<file path="src/rtl/fu_hs_pkg.sv">
package fu_hs_pkg;

   typedef enum logic [2:0] {
      FU_IDLE  = 3'd0,
      FU_RDREQ = 3'd1,
      FU_EXEC  = 3'd2,
      FU_RUN   = 3'd3,
      FU_WRREQ = 3'd4
   } fu_state_e;

   function automatic int unsigned cnt_width(input int unsigned n);
      return (n < 2) ? 1 : $clog2(n + 1);
   endfunction

endpackage

</file>
<file path="src/rtl/fu_hs_exec.sv">
module fu_hs_exec #(
   parameter int unsigned EXEC_CYC = 0
) (
   input  logic clk,
   input  logic rst,
   input  logic start_i,
   output logic done_o
);
   localparam int unsigned CW = fu_hs_pkg::cnt_width(EXEC_CYC);

   generate
      if (EXEC_CYC == 0) begin : g_direct
         assign done_o = start_i;
      end else begin : g_count
         logic [CW-1:0] cnt_q;
         always_ff @(posedge clk) begin
            if (rst)
               cnt_q <= '0;
            else if (start_i)
               cnt_q <= CW'(EXEC_CYC);
            else if (cnt_q != '0)
               cnt_q <= cnt_q - 1'b1;
         end
         assign done_o = (cnt_q == CW'(1));
      end
   endgenerate
endmodule

</file>
<file path="src/rtl/fu_hs_seq.sv">
module fu_hs_seq
   import fu_hs_pkg::*;
(
   input  logic clk,
   input  logic rst,
   input  logic issue_i,
   input  logic go_rd_i,
   input  logic exec_done_i,
   input  logic go_wr_i,
   output logic issue_acc_o,
   output logic rd_acc_o,
   output logic busy_o,
   output logic rd_req_o,
   output logic go_exec_o,
   output logic wr_req_o
);
   fu_state_e st_q, st_d;

   always_comb begin
      st_d = st_q;
      unique case (st_q)
         FU_IDLE:  if (issue_i) st_d = FU_RDREQ;
         FU_RDREQ: if (go_rd_i) st_d = FU_EXEC;
         FU_EXEC:  st_d = exec_done_i ? FU_WRREQ : FU_RUN;
         FU_RUN:   if (exec_done_i) st_d = FU_WRREQ;
         FU_WRREQ: if (go_wr_i) st_d = FU_IDLE;
         default:  st_d = FU_IDLE;
      endcase
   end

   always_ff @(posedge clk) begin
      if (rst) st_q <= FU_IDLE;
      else     st_q <= st_d;
   end

   assign busy_o      = (st_q != FU_IDLE);
   assign rd_req_o    = (st_q == FU_RDREQ);
   assign go_exec_o   = (st_q == FU_EXEC);
   assign wr_req_o    = (st_q == FU_WRREQ);
   assign issue_acc_o = issue_i && (st_q == FU_IDLE);
   assign rd_acc_o    = go_rd_i && (st_q == FU_RDREQ);
endmodule

</file>
<file path="src/rtl/fu_hs_lane.sv">
module fu_hs_lane #(
   parameter int unsigned AW = 5,
   parameter int unsigned DW = 32
) (
   input  logic          clk,
   input  logic          rst,
   input  logic          load_i,
   input  logic [AW-1:0] addr_i,
   input  logic          cap_i,
   input  logic [DW-1:0] data_i,
   output logic [AW-1:0] addr_o,
   output logic [DW-1:0] data_o
);
   always_ff @(posedge clk) begin
      if (rst) begin
         addr_o <= '0;
         data_o <= '0;
      end else begin
         if (load_i) addr_o <= addr_i;
         if (cap_i)  data_o <= data_i;
      end
   end
endmodule

</file>
<file path="src/rtl/fu_handshake.sv">
module fu_handshake #(
   parameter int unsigned NSRC     = 2,
   parameter int unsigned AW       = 5,
   parameter int unsigned DW       = 32,
   parameter int unsigned EXEC_CYC = 0
) (
   input  logic               clk,
   input  logic               rst,
   input  logic               issue_i,
   input  logic [NSRC*AW-1:0] src_addr_i,
   output logic               busy_o,
   output logic               rd_req_o,
   input  logic               go_rd_i,
   output logic               rf_rd_en_o,
   output logic [NSRC*AW-1:0] rf_rd_addr_o,
   input  logic [NSRC*DW-1:0] rf_rd_data_i,
   output logic               go_exec_o,
   output logic [NSRC*DW-1:0] opnd_o,
   output logic               wr_req_o,
   input  logic               go_wr_i
);
   generate
      if (NSRC < 1 || NSRC > 8) begin : g_bad_nsrc
         $error("fu_handshake: NSRC out of range");
      end
      if (AW < 1 || AW > 12) begin : g_bad_aw
         $error("fu_handshake: AW out of range");
      end
      if (DW < 1) begin : g_bad_dw
         $error("fu_handshake: DW must be positive");
      end
   endgenerate

   logic issue_acc;
   logic rd_acc;
   logic exec_done;

   fu_hs_seq u_seq (
      .clk         (clk),
      .rst         (rst),
      .issue_i     (issue_i),
      .go_rd_i     (go_rd_i),
      .exec_done_i (exec_done),
      .go_wr_i     (go_wr_i),
      .issue_acc_o (issue_acc),
      .rd_acc_o    (rd_acc),
      .busy_o      (busy_o),
      .rd_req_o    (rd_req_o),
      .go_exec_o   (go_exec_o),
      .wr_req_o    (wr_req_o)
   );

   fu_hs_exec #(.EXEC_CYC(EXEC_CYC)) u_exec (
      .clk     (clk),
      .rst     (rst),
      .start_i (go_exec_o),
      .done_o  (exec_done)
   );

   assign rf_rd_en_o = rd_acc;

   for (genvar k = 0; k < NSRC; k++) begin : g_lane
      fu_hs_lane #(.AW(AW), .DW(DW)) u_lane (
         .clk    (clk),
         .rst    (rst),
         .load_i (issue_acc),
         .addr_i (src_addr_i[k*AW +: AW]),
         .cap_i  (go_exec_o),
         .data_i (rf_rd_data_i[k*DW +: DW]),
         .addr_o (rf_rd_addr_o[k*AW +: AW]),
         .data_o (opnd_o[k*DW +: DW])
      );
   end
endmodule

</file>
<file path="config.mk">
export PLATFORM = sky130hd
export DESIGN_NAME = fu_handshake
export DESIGN_NICKNAME = d
export VERILOG_FILES = /design/src/rtl/fu_hs_pkg.sv /design/src/rtl/fu_hs_exec.sv /design/src/rtl/fu_hs_seq.sv /design/src/rtl/fu_hs_lane.sv /design/src/rtl/fu_handshake.sv
export SDC_FILE = /design/constraint.sdc
export NUM_CORES = 1
export LEC_CHECK = 0
export BUFFER_PORTS_ARGS = -buffer_cell sky130_fd_sc_hd__buf_2
export CORE_MARGIN = 2
export CORE_UTILIZATION = 43
export DETAILED_ROUTE_END_ITERATION = 16
export PLACE_DENSITY = 0.81
export SYNTH_ARGS = -nofsm -noshare
export SYNTH_HDL_FRONTEND = slang
export SYNTH_SLANG_ARGS = --single-unit
</file>
<file path="constraint.sdc">
create_clock -name clk -period 1.5 [get_ports clk]
set_input_delay 0.225 -clock clk [delete_from_list [all_inputs] [get_ports clk]]
set_output_delay 0.225 -clock clk [all_outputs]
set_load 0.005 [all_outputs]
</file>
After elaboration in Yosys (flattened, before gate mapping)
Cells that the tools add are included.
{"block": "word_totals", "ff_bits": 77, "inputBits": 79, "output_inout_bits": 79, "wordCells": 22}
{"block": "classes", "eq_ne": 7, "n_mux": 4, "bitwise_logic": 1, "reduce_logical": 5}
{"operator": "3-bit case mux with 5 select lines", "count": 1}
{"operator": "3-bit 2-to-1 mux", "count": 3}
{"operator": "3-bit by 2-bit equality test with 1-bit output, second input constant", "count": 2}
{"operator": "2-bit by 1-bit inequality test with 1-bit output, second input constant", "count": 2}
{"operator": "4-bit AND reduction", "count": 1}
{"operator": "3-bit by 1-bit equality test with 1-bit output, second input constant", "count": 1}
{"operator": "3-bit equality test, second input constant", "count": 1}
{"operator": "3-bit zero test", "count": 1}
{"operator": "3-bit nonzero test", "count": 1}
{"operator": "1-bit logical AND", "count": 2}
{"operator": "2-bit inequality test, second input constant", "count": 1}
{"operator": "1-bit inverter", "count": 1}

Logic depth before layout (Yosys ltp)
Gate-level depths: netlist of run 1.
{"block": "depth", "depth_word": 3, "mapped_depth": 7, "ltp_nobuf": 4}

Cells and area by module
From an unflattened synthesis of run 1, not the netlist that was laid out.
{"block": "hier_totals", "cells_unflattened": 262, "hier_area_um2": 2890.3}
{"module": "fu_hs_lane", "instances": 2, "cells_per_inst": 120, "area_per_inst_um2": 1346.3, "seq_area_each_um2": 740.7}
{"module": "fu_hs_seq", "instances": 1, "cells_per_inst": 21, "area_per_inst_um2": 190.2, "seq_area_each_um2": 60.1}
{"module": "fu_hs_exec", "instances": 1, "cells_per_inst": 1, "area_per_inst_um2": 7.5, "seq_area_each_um2": 0.0}

Worst setup path after synthesis of run 1
No wires, ideal clock.
{"block": "synth_timing", "path_type": "register -> register", "startpoint": "register u_seq.st_q[2]", "endpoint": "register g_lane[0].u_lane.data_o[31]", "setup_time_ns": 0.132, "arrival_ns": 1.267, "t_required_ns": 1.368, "slack_ns": 0.101, "path_stages_with_launch": 7, "path_buffers": 3, "synth_period_minus_slack_ns": 1.399, "cell_sequence": "dfxtp_1 > buf_2 > or3b_1 > buf_2 > buf_2 > nand2_1 > a21oi_1"}
{"block": "synth_between", "elab_chain_len": 1}
{"item": "start, declared", "line_no": "fu_hs_seq.sv:17", "text": "fu_state_e st_q, st_d;"}
{"item": "start signal, assigned", "line_no": "fu_hs_seq.sv:33", "text": "else st_q <= st_d;"}
{"item": "3-bit by 2-bit equality test with 1-bit output", "line_no": "fu_hs_seq.sv:38", "text": "assign go_exec_o = (st_q == FU_EXEC);"}
{"item": "end signal, assigned", "line_no": "fu_hs_lane.sv:20", "text": "if (cap_i) data_o <= data_i;"}
{"item": "end, declared", "line_no": "fu_hs_lane.sv:12", "text": "output logic [DW-1:0] data_o"}
No other way between the ends.
A chain may end at the register's enable or synchronous reset.

Worst setup path after layout of run 1
{"block": "layout_timing", "startpoint": "register u_seq.st_q[2]", "endpoint": "output port busy_o"}
{"block": "layout_between", "elab_chain_len": 1}
{"item": "3-bit nonzero test", "line_no": "fu_hs_seq.sv:36", "text": "assign busy_o = (st_q != FU_IDLE);"}
{"item": "end, declared", "line_no": "fu_handshake.sv:11", "text": "output logic busy_o,"}
No other way between the ends.

==> results.md, run 1 <==
* Outcome: finished clean
* Final instance area at 3859 um^2
* DR WL/cell at 11.33 um
* Max Cap Viol at 0
* Slew Limit Fails at 0
* Clk sink count at 77
* Hold/Removal Path Class: in -> reg
* Clock Latency Late Sink at 0.33 ns
* Chip width at 84.01 um
* CP Data Arrival Time at 1.27 ns
* Post-Synth Simple-Gate Area at 23.86%
* TritonCTS Buffers at 9
* Sw Pwr at 0.9296 mW
* Worst vdd ir at 0.0007848 V
* GRT Overall Usage at 18.72%
* Setup TNS at 0 ns
* Num rows at 29
* Initial Util at 43.85%
* Worst rel slew slack at 69.43%
* Pin count of the biggest net entering global routing at 78
* Total power draw at 4.142 mW
* Commonest non-fill, non-tap cell in the layout: buf_2
* Die area at 7058 um^2
* Initial antenna violation count at 0
* Hold endpoint: g_lane[0].u_lane.data_o[8]$_SDFFE_PP0N_
* R2r worst-path depth at 6
* Sw frac at 22.45%
* Most frequent cells in the layout: 156 x buf_2, 148 x nand2_1, 75 x dfxtp_1
* Inst Count DP at 560
* Starting DRT DRC Count at 85
* Pre-CTS WS at -0.03124 ns
* Crit-path max FO at 4
* Tmin final at 1.496 ns
* Final setup viols at 0
* CTS Root Cell: clkbuf_8
* Die Y at 84.01 um
* Post-DP Area at 3577 um^2
* Setup ws final at 0.004019 ns
* Detailed placer's ending HPWL at 4569 um
* Register-to-register setup slack at 0.08 ns
* Register area share after synthesis at 56.00%
* Post-synthesis cell type count at 18
* Worst Tran Pin Value at 0.4585 ns
* Gpl congestion at 0.7535
* H-tree levels at 3
* Non-Filler Instances at 581
* Vias post-DR at 2,752
* Final hold viol count at 0
* CP Capture Type: primary output
* Tcrit/Tclk final at 99.73%
* Net Count, Synth at 423
* First-pass GRT wire length at 10,780 um
* CTS tree: built
* Area Growth Syn to Fin at 40.18%
* Fmax at 668.5 MHz
* Crit path kind: reg -> out
* Xor and xnor fraction of the mapped netlist area at 0%
* Clock power share at 38.8%
* Pint at 3.212 mW
* Global route overflow at 0
* FILL cells at 582
* Mapped Cells at 344
* Hold Path Cell Cnt at 3
* Reg clk slew, reported paths at 0.08 ns
* Port bufs at 157
* ANT cells at 0
* Power Density at 1073 nW/um^2
* Post-synthesis mux area share at 0.3636%
* Routed WL at 6585 um
* RR Startpoint: u_seq.st_q[2]$_SDFFE_PP0P_
* Vias in the first global route at 2,558
* Final nets at 578
* Synth Warn # at 0
* Clock Path Buffers at 2
* Syn Area/Cell at 8.002 um^2
* Sequential share of power at 51.5%
* Largest family of logic cells by synthesized area: simple AND/OR/NAND/NOR gates
* Final Core Density at 61.47%
* Worst path required time at 1.27 ns
* DRC Markers at 0
* Synth Area in Compound Gates at 13.73%
* Drt first pass iters at 4
* Layout cells sized above 1 at 38.10%
* Hold_ws at 0.1212 ns
* Post-synthesis cell area at 2753 um^2
* Core Area at 6277 um^2
* Worst R2R End: g_lane[0].u_lane.data_o[7]$_SDFFE_PP0N_
* Clock Skew at 0.007180 ns
* Hold path startpoint: rf_rd_data_i[8]
* Startpoint Class: flop
* LEAKAGE at 1.796 nW
* RSZ-0062 raised after global routing: true
* Comb pwr share at 9.7%
* Yosys reg bits at 77
* Top Ports at 158
* Post-Synth Adder-Cell Area at 0%
* Antenna-violating nets left at 0
* Vias per cell at 4.737
-- worst max-delay path by stage --
stage	from	to	slack (ns)
6_report	u_seq.st_q[2]$_SDFFE_PP0P_	busy_o	0.004
5_1_grt	u_seq.st_q[2]$_SDFFE_PP0P_	busy_o	-0.05
4_1_cts	u_seq.st_q[0]$_SDFFE_PP0P_	busy_o	-0.02
3_5_place_dp	u_seq.st_q[2]$_SDFFE_PP0P_	g_lane[0].u_lane.data_o[7]$_SDFFE_PP0N_	-0.03
3_3_place_gp	u_seq.st_q[2]$_SDFFE_PP0P_	g_lane[1].u_lane.data_o[18]$_SDFFE_PP0N_	0.03
2_1_floorplan	u_seq.st_q[2]$_SDFFE_PP0P_	g_lane[0].u_lane.data_o[31]$_SDFFE_PP0N_	0.10
-- worst max-delay path, cell delays in order, from the launching register on --
cell     delay (ns)
dfxtp_2        0.34
buf_6          0.12
or3_1          0.36
buf_2          0.13
-- layer usage --
metal,GRT usage [%],up-vias,wire length (um)
li1,-,1409,-
met5,0,-,0
met3,5.341,12,411
met1,20.83,1229,2718
met2,33.09,102,3346
met4,8.211,0,109
-- flip-flops by register name (all words and copies together) (netlist names) --
name	flops
g_lane.u_lane.data_o	64
g_lane.u_lane.addr_o	10
u_seq.st_q	3
-- synth_stat cells --
cell type,n,area [um^2]
mux2i_1,1,10.01
nor2_1,5,18.77
or3b_1,1,8.760
and2_1,1,6.260
nand2_1,148,555.5
or3_1,1,6.260
nor4b_4,1,23.77
buf_6,6,67.56
a21oi_1,74,370.4
buf_2,10,50.05
nor3_1,3,15.01
clkbuf_1,10,37.54
or4b_1,1,10.01
inv_2,1,3.750
dfxtp_1,77,1541
buf_4,1,7.510
nand2b_1,2,12.51
a22oi_1,1,7.510
-- power groups by stage --
stage	logic [mW]	registers (mW)	clock network, mW
global route	0.449	2.14	1.75
floorplan	0.178	2.18	0
finish	0.400	2.13	1.61
CTS	0.399	2.13	1.67
detailed placement	0.384	2.18	0
global placement	0.376	2.18	0
-- final cells by class --
class	count	area, um^2	share of cell area, %
flip-flops and latches	77	1544	40.01
multi-input cells	239	1051	27.24
repair buffers	171	949.7	24.61
clock buffers	13	168.9	4.377
well taps	77	96.34	2.497
clock inverters	3	42.54	1.102
inverters	1	6.256	0.1621
-- timing repair --
action | in CTS | in global routing
setup endpoints to repair | 36 | 60
pin swaps | 1 | 2
buffers inserted | 5 | 0
gates resized for setup | 6 | 4
hold buffers | 0 | 0
-- logic make-up (layout without fill, tap and decap cells) --
logic type	Yosys count	after routing
AND/OR/NAND/NOR	163	163
flip-flops	77	77
AO/OA/AOI/OAI	75	75
buffers and inverters	28	188
multiplexers	1	1
Power figures use the tool's default switching activity.
==> run 2: changes to the inputs <==
Settings changed: CORE_UTILIZATION 43 to 44, SYNTH_HIERARCHICAL set to 1.
==> run 2 against run 1 <==
- largest cell class unchanged
- critical path type unchanged
- wire length rose by 4.4%
- sequential share of layout area fell by 2.3 points
- combinational power rose by 60%
- maximum frequency fell by 2.6%
- clock power rose by 22%
- the flow now finishes with violations (setup timing)
- via count fell by 13%
- synthesized area rose by 5.0%
- global-route usage fell by 0.051 points
==> results.md, run 2 <==
* Outcome: finished, violations left
* Failing checks: setup timing
* Post-synthesis cell area at 2890 um^2
* DRC Markers at 0
* Hold_ws at 0.1184 ns
* Largest register FFs at 64
* Top Ports at 158
* Largest registers: g_lane.u_lane/data_o (64), g_lane.u_lane/addr_o (10), u_seq/st_q (3)
* Final instance area at 4103 um^2
* Grt met2 use at 32.60%
* Fmax at 651.0 MHz
* Tmin final at 1.536 ns
* Startpoint Class: flop
* Syn Area/Cell at 11.03 um^2
* Yosys reg bits at 77
* Largest Register: g_lane.u_lane/data_o
* CP Data Arrival Time at 1.31 ns
* Hold path startpoint: rf_rd_data_i[10]
* Hold Path Cell Cnt at 3
* Initial antenna violation count at 0
* Pin count of the biggest net entering global routing at 42
* Top cell type's share of synthesized area at 53.33%
* Hold/Removal Path Class: in -> reg
* FILL cells at 543
* Crit path kind: reg -> out
* Gpl congestion at 0.7876
* Pre-CTS WS at 0.009196 ns
* Vias post-DR at 2,389
* Layout cells sized above 1 at 45.96%
* Worst rel slew slack at 72.49%
* Initial Util at 45.52%
* Reg clk slew, reported paths at 0.08 ns
* Most frequent cells in the layout: 155 x buf_2, 74 x nor2_1, 74 x dfxtp_1
* Inst Count DP at 489
* Cts hold-fix bufs at 0
* Die area at 7234 um^2
* Multi-input logic area at 1180 um^2
* Clock Skew at 0.009665 ns
* Vias in the first global route at 2,285
* Top cells by count, synth: 77 x dfxtp_1, 75 x nor2_1, 74 x mux2i_1
* Crit-path max FO at 5
* Final Core Density at 64.61%
* R2r worst-path depth at 7
* Total power draw at 4.801 mW
* Clk sink count at 77
* Num rows at 29
* Worst vdd ir at 0.0007535 V
* Die Y at 85.05 um
* CP Capture Type: primary output
* Final setup viols at 2
* Drt first pass iters at 4
* GRT Overall Usage at 18.67%
* Global route overflow at 0
* Antenna-violating nets left at 0
* Setup TNS at -0.05288 ns
* Ys flop type: dfxtp_1
* Worst Tran Pin Value at 0.4126 ns
* EDFF count, synth at 0
* Async set or reset register ratio after synthesis at 0%
* Starting DRT DRC Count at 46
* Area Growth Syn to Fin at 41.95%
* Final hold viol count at 0
* Met1 Use GR at 21.74%
* Post-DP Area at 3707 um^2
* H-tree levels at 3
* Max Cap Viol at 0
* Synth Warn # at 6
* Setup ws final at -0.03600 ns
* Commonest non-fill, non-tap cell in the layout: buf_2
* Clock Latency Late Sink at 0.34 ns
* RSZ-0062 raised after global routing: true
* Core Area at 6350 um^2
* CTS tree: built
* Mapped Cells at 262
* Tcrit/Tclk final at 102.4%
* Final nets at 507
* Power Density at 1170 nW/um^2
* CTS Root Cell: clkbuf_8
* RR Startpoint: u_seq/st_q[0]$_SDFFE_PP0P_
* Chip width at 85.05 um
* Post-synthesis cell type count at 18
* ANT cells at 0
* Worst path required time at 1.27 ns
* Slew Limit Fails at 0
* Register area share after synthesis at 53.33%
* Storage cell area at 1545 um^2
* Hold endpoint: g_lane[0].u_lane/data_o[10]$_SDFFE_PP0P_
* Port bufs at 157
* First-pass GRT wire length at 10,700 um
* GR peak layer: met2
* Count leader, synth: dfxtp_1
* Clock Path Buffers at 2
* Net Count, Synth at 341
* Detailed placer's ending HPWL at 4963 um
* Non-Filler Instances at 510
* DR WL/cell at 13.48 um
* Routed WL at 6873 um
* TritonCTS Buffers at 9
* Post-synth top area cell: dfxtp_1
* GR met3 Demand/Resource at 3.210%
* LEAKAGE at 1.947 nW
* Worst R2R End: g_lane[0].u_lane/data_o[18]$_SDFFE_PP0P_
* Register-to-register setup slack at -0.02 ns
* Synth area leaders: dfxtp_1 53%, mux2i_1 26%, nor2_1 9.7%
* Vias per cell at 4.684
-- run 2: cell count changes after synthesis, sizes merged, moves of 10 or more --
cell    delta
nand2    -148
a21oi     -73
mux2i     +73
nor2      +70
clkbuf    -10
-- run 2: cells by family after synthesis --
| group | synth area share, % |
|---|---|
| multiplexers | 25.63 |
| flip-flops | 53.33 |
| AO/OA/AOI/OAI | 1.039 |
| buffers and inverters | 7.446 |
| AND/OR/NAND/NOR | 12.55 |
-- run 2: repair_timing --
action / in CTS / in global routing
gates cloned: 1 / 0
pin swaps: 1 / 2
buffers inserted: 4 / 0
resized for setup: 8 / 12
endpoints found under the setup margin: 5 / 43
-- run 2: final cells by class --
cell class,count,share of cell area [%]
Clock buffer,12,3.294
Multi-Input combinational cell,164,28.76
Inverter,1,0.09149
Tap cell,77,2.348
Sequential cell,77,37.66
Timing Repair Buffer,175,24.92
Clock inverter,4,2.928
-- run 2: critical path: stages (launching register included) --
cell and delay, ns:
dfxtp_2 0.32, buf_6 0.12, nor3b_4 0.21, buf_6 0.14
buf_12 0.09, buf_6 0.08
-- run 2: how the worst max path moves through the flow --
stage,from,to,slack [ns]
6_report,u_seq/st_q[0]$_SDFFE_PP0P_,go_exec_o,-0.04
3_5_place_dp,u_seq/st_q[2]$_SDFFE_PP0P_,g_lane[0].u_lane/addr_o[0]$_SDFFE_PP0P_,0.009
5_1_grt,u_seq/st_q[0]$_SDFFE_PP0P_,go_exec_o,-0.08
3_3_place_gp,u_seq/st_q[2]$_SDFFE_PP0P_,g_lane[0].u_lane/addr_o[0]$_SDFFE_PP0P_,0.06
2_1_floorplan,u_seq/st_q[2]$_SDFFE_PP0P_,g_lane[0].u_lane/addr_o[0]$_SDFFE_PP0P_,0.03
4_1_cts,u_seq/st_q[0]$_SDFFE_PP0P_,g_lane[0].u_lane/data_o[20]$_SDFFE_PP0P_,-0.05
-- run 2: where the power goes --
group / switching (mW) / leakage (nW) / internal, mW
Combinational: 0.281 / 1.20 / 0.359
Sequential: 0.0456 / 0.626 / 2.14
Clock: 0.697 / 0.125 / 1.28
-- run 2: per-layer routing --
layer | share of wire [%] | up-vias | wire, um
met3 | 4.4 | 9 | 302
met1 | 40 | 1116 | 2773
met2 | 53 | 65 | 3670
met5 | 0 | - | 0
li1 | - | 1199 | -
met4 | 1.8 | 0 | 127
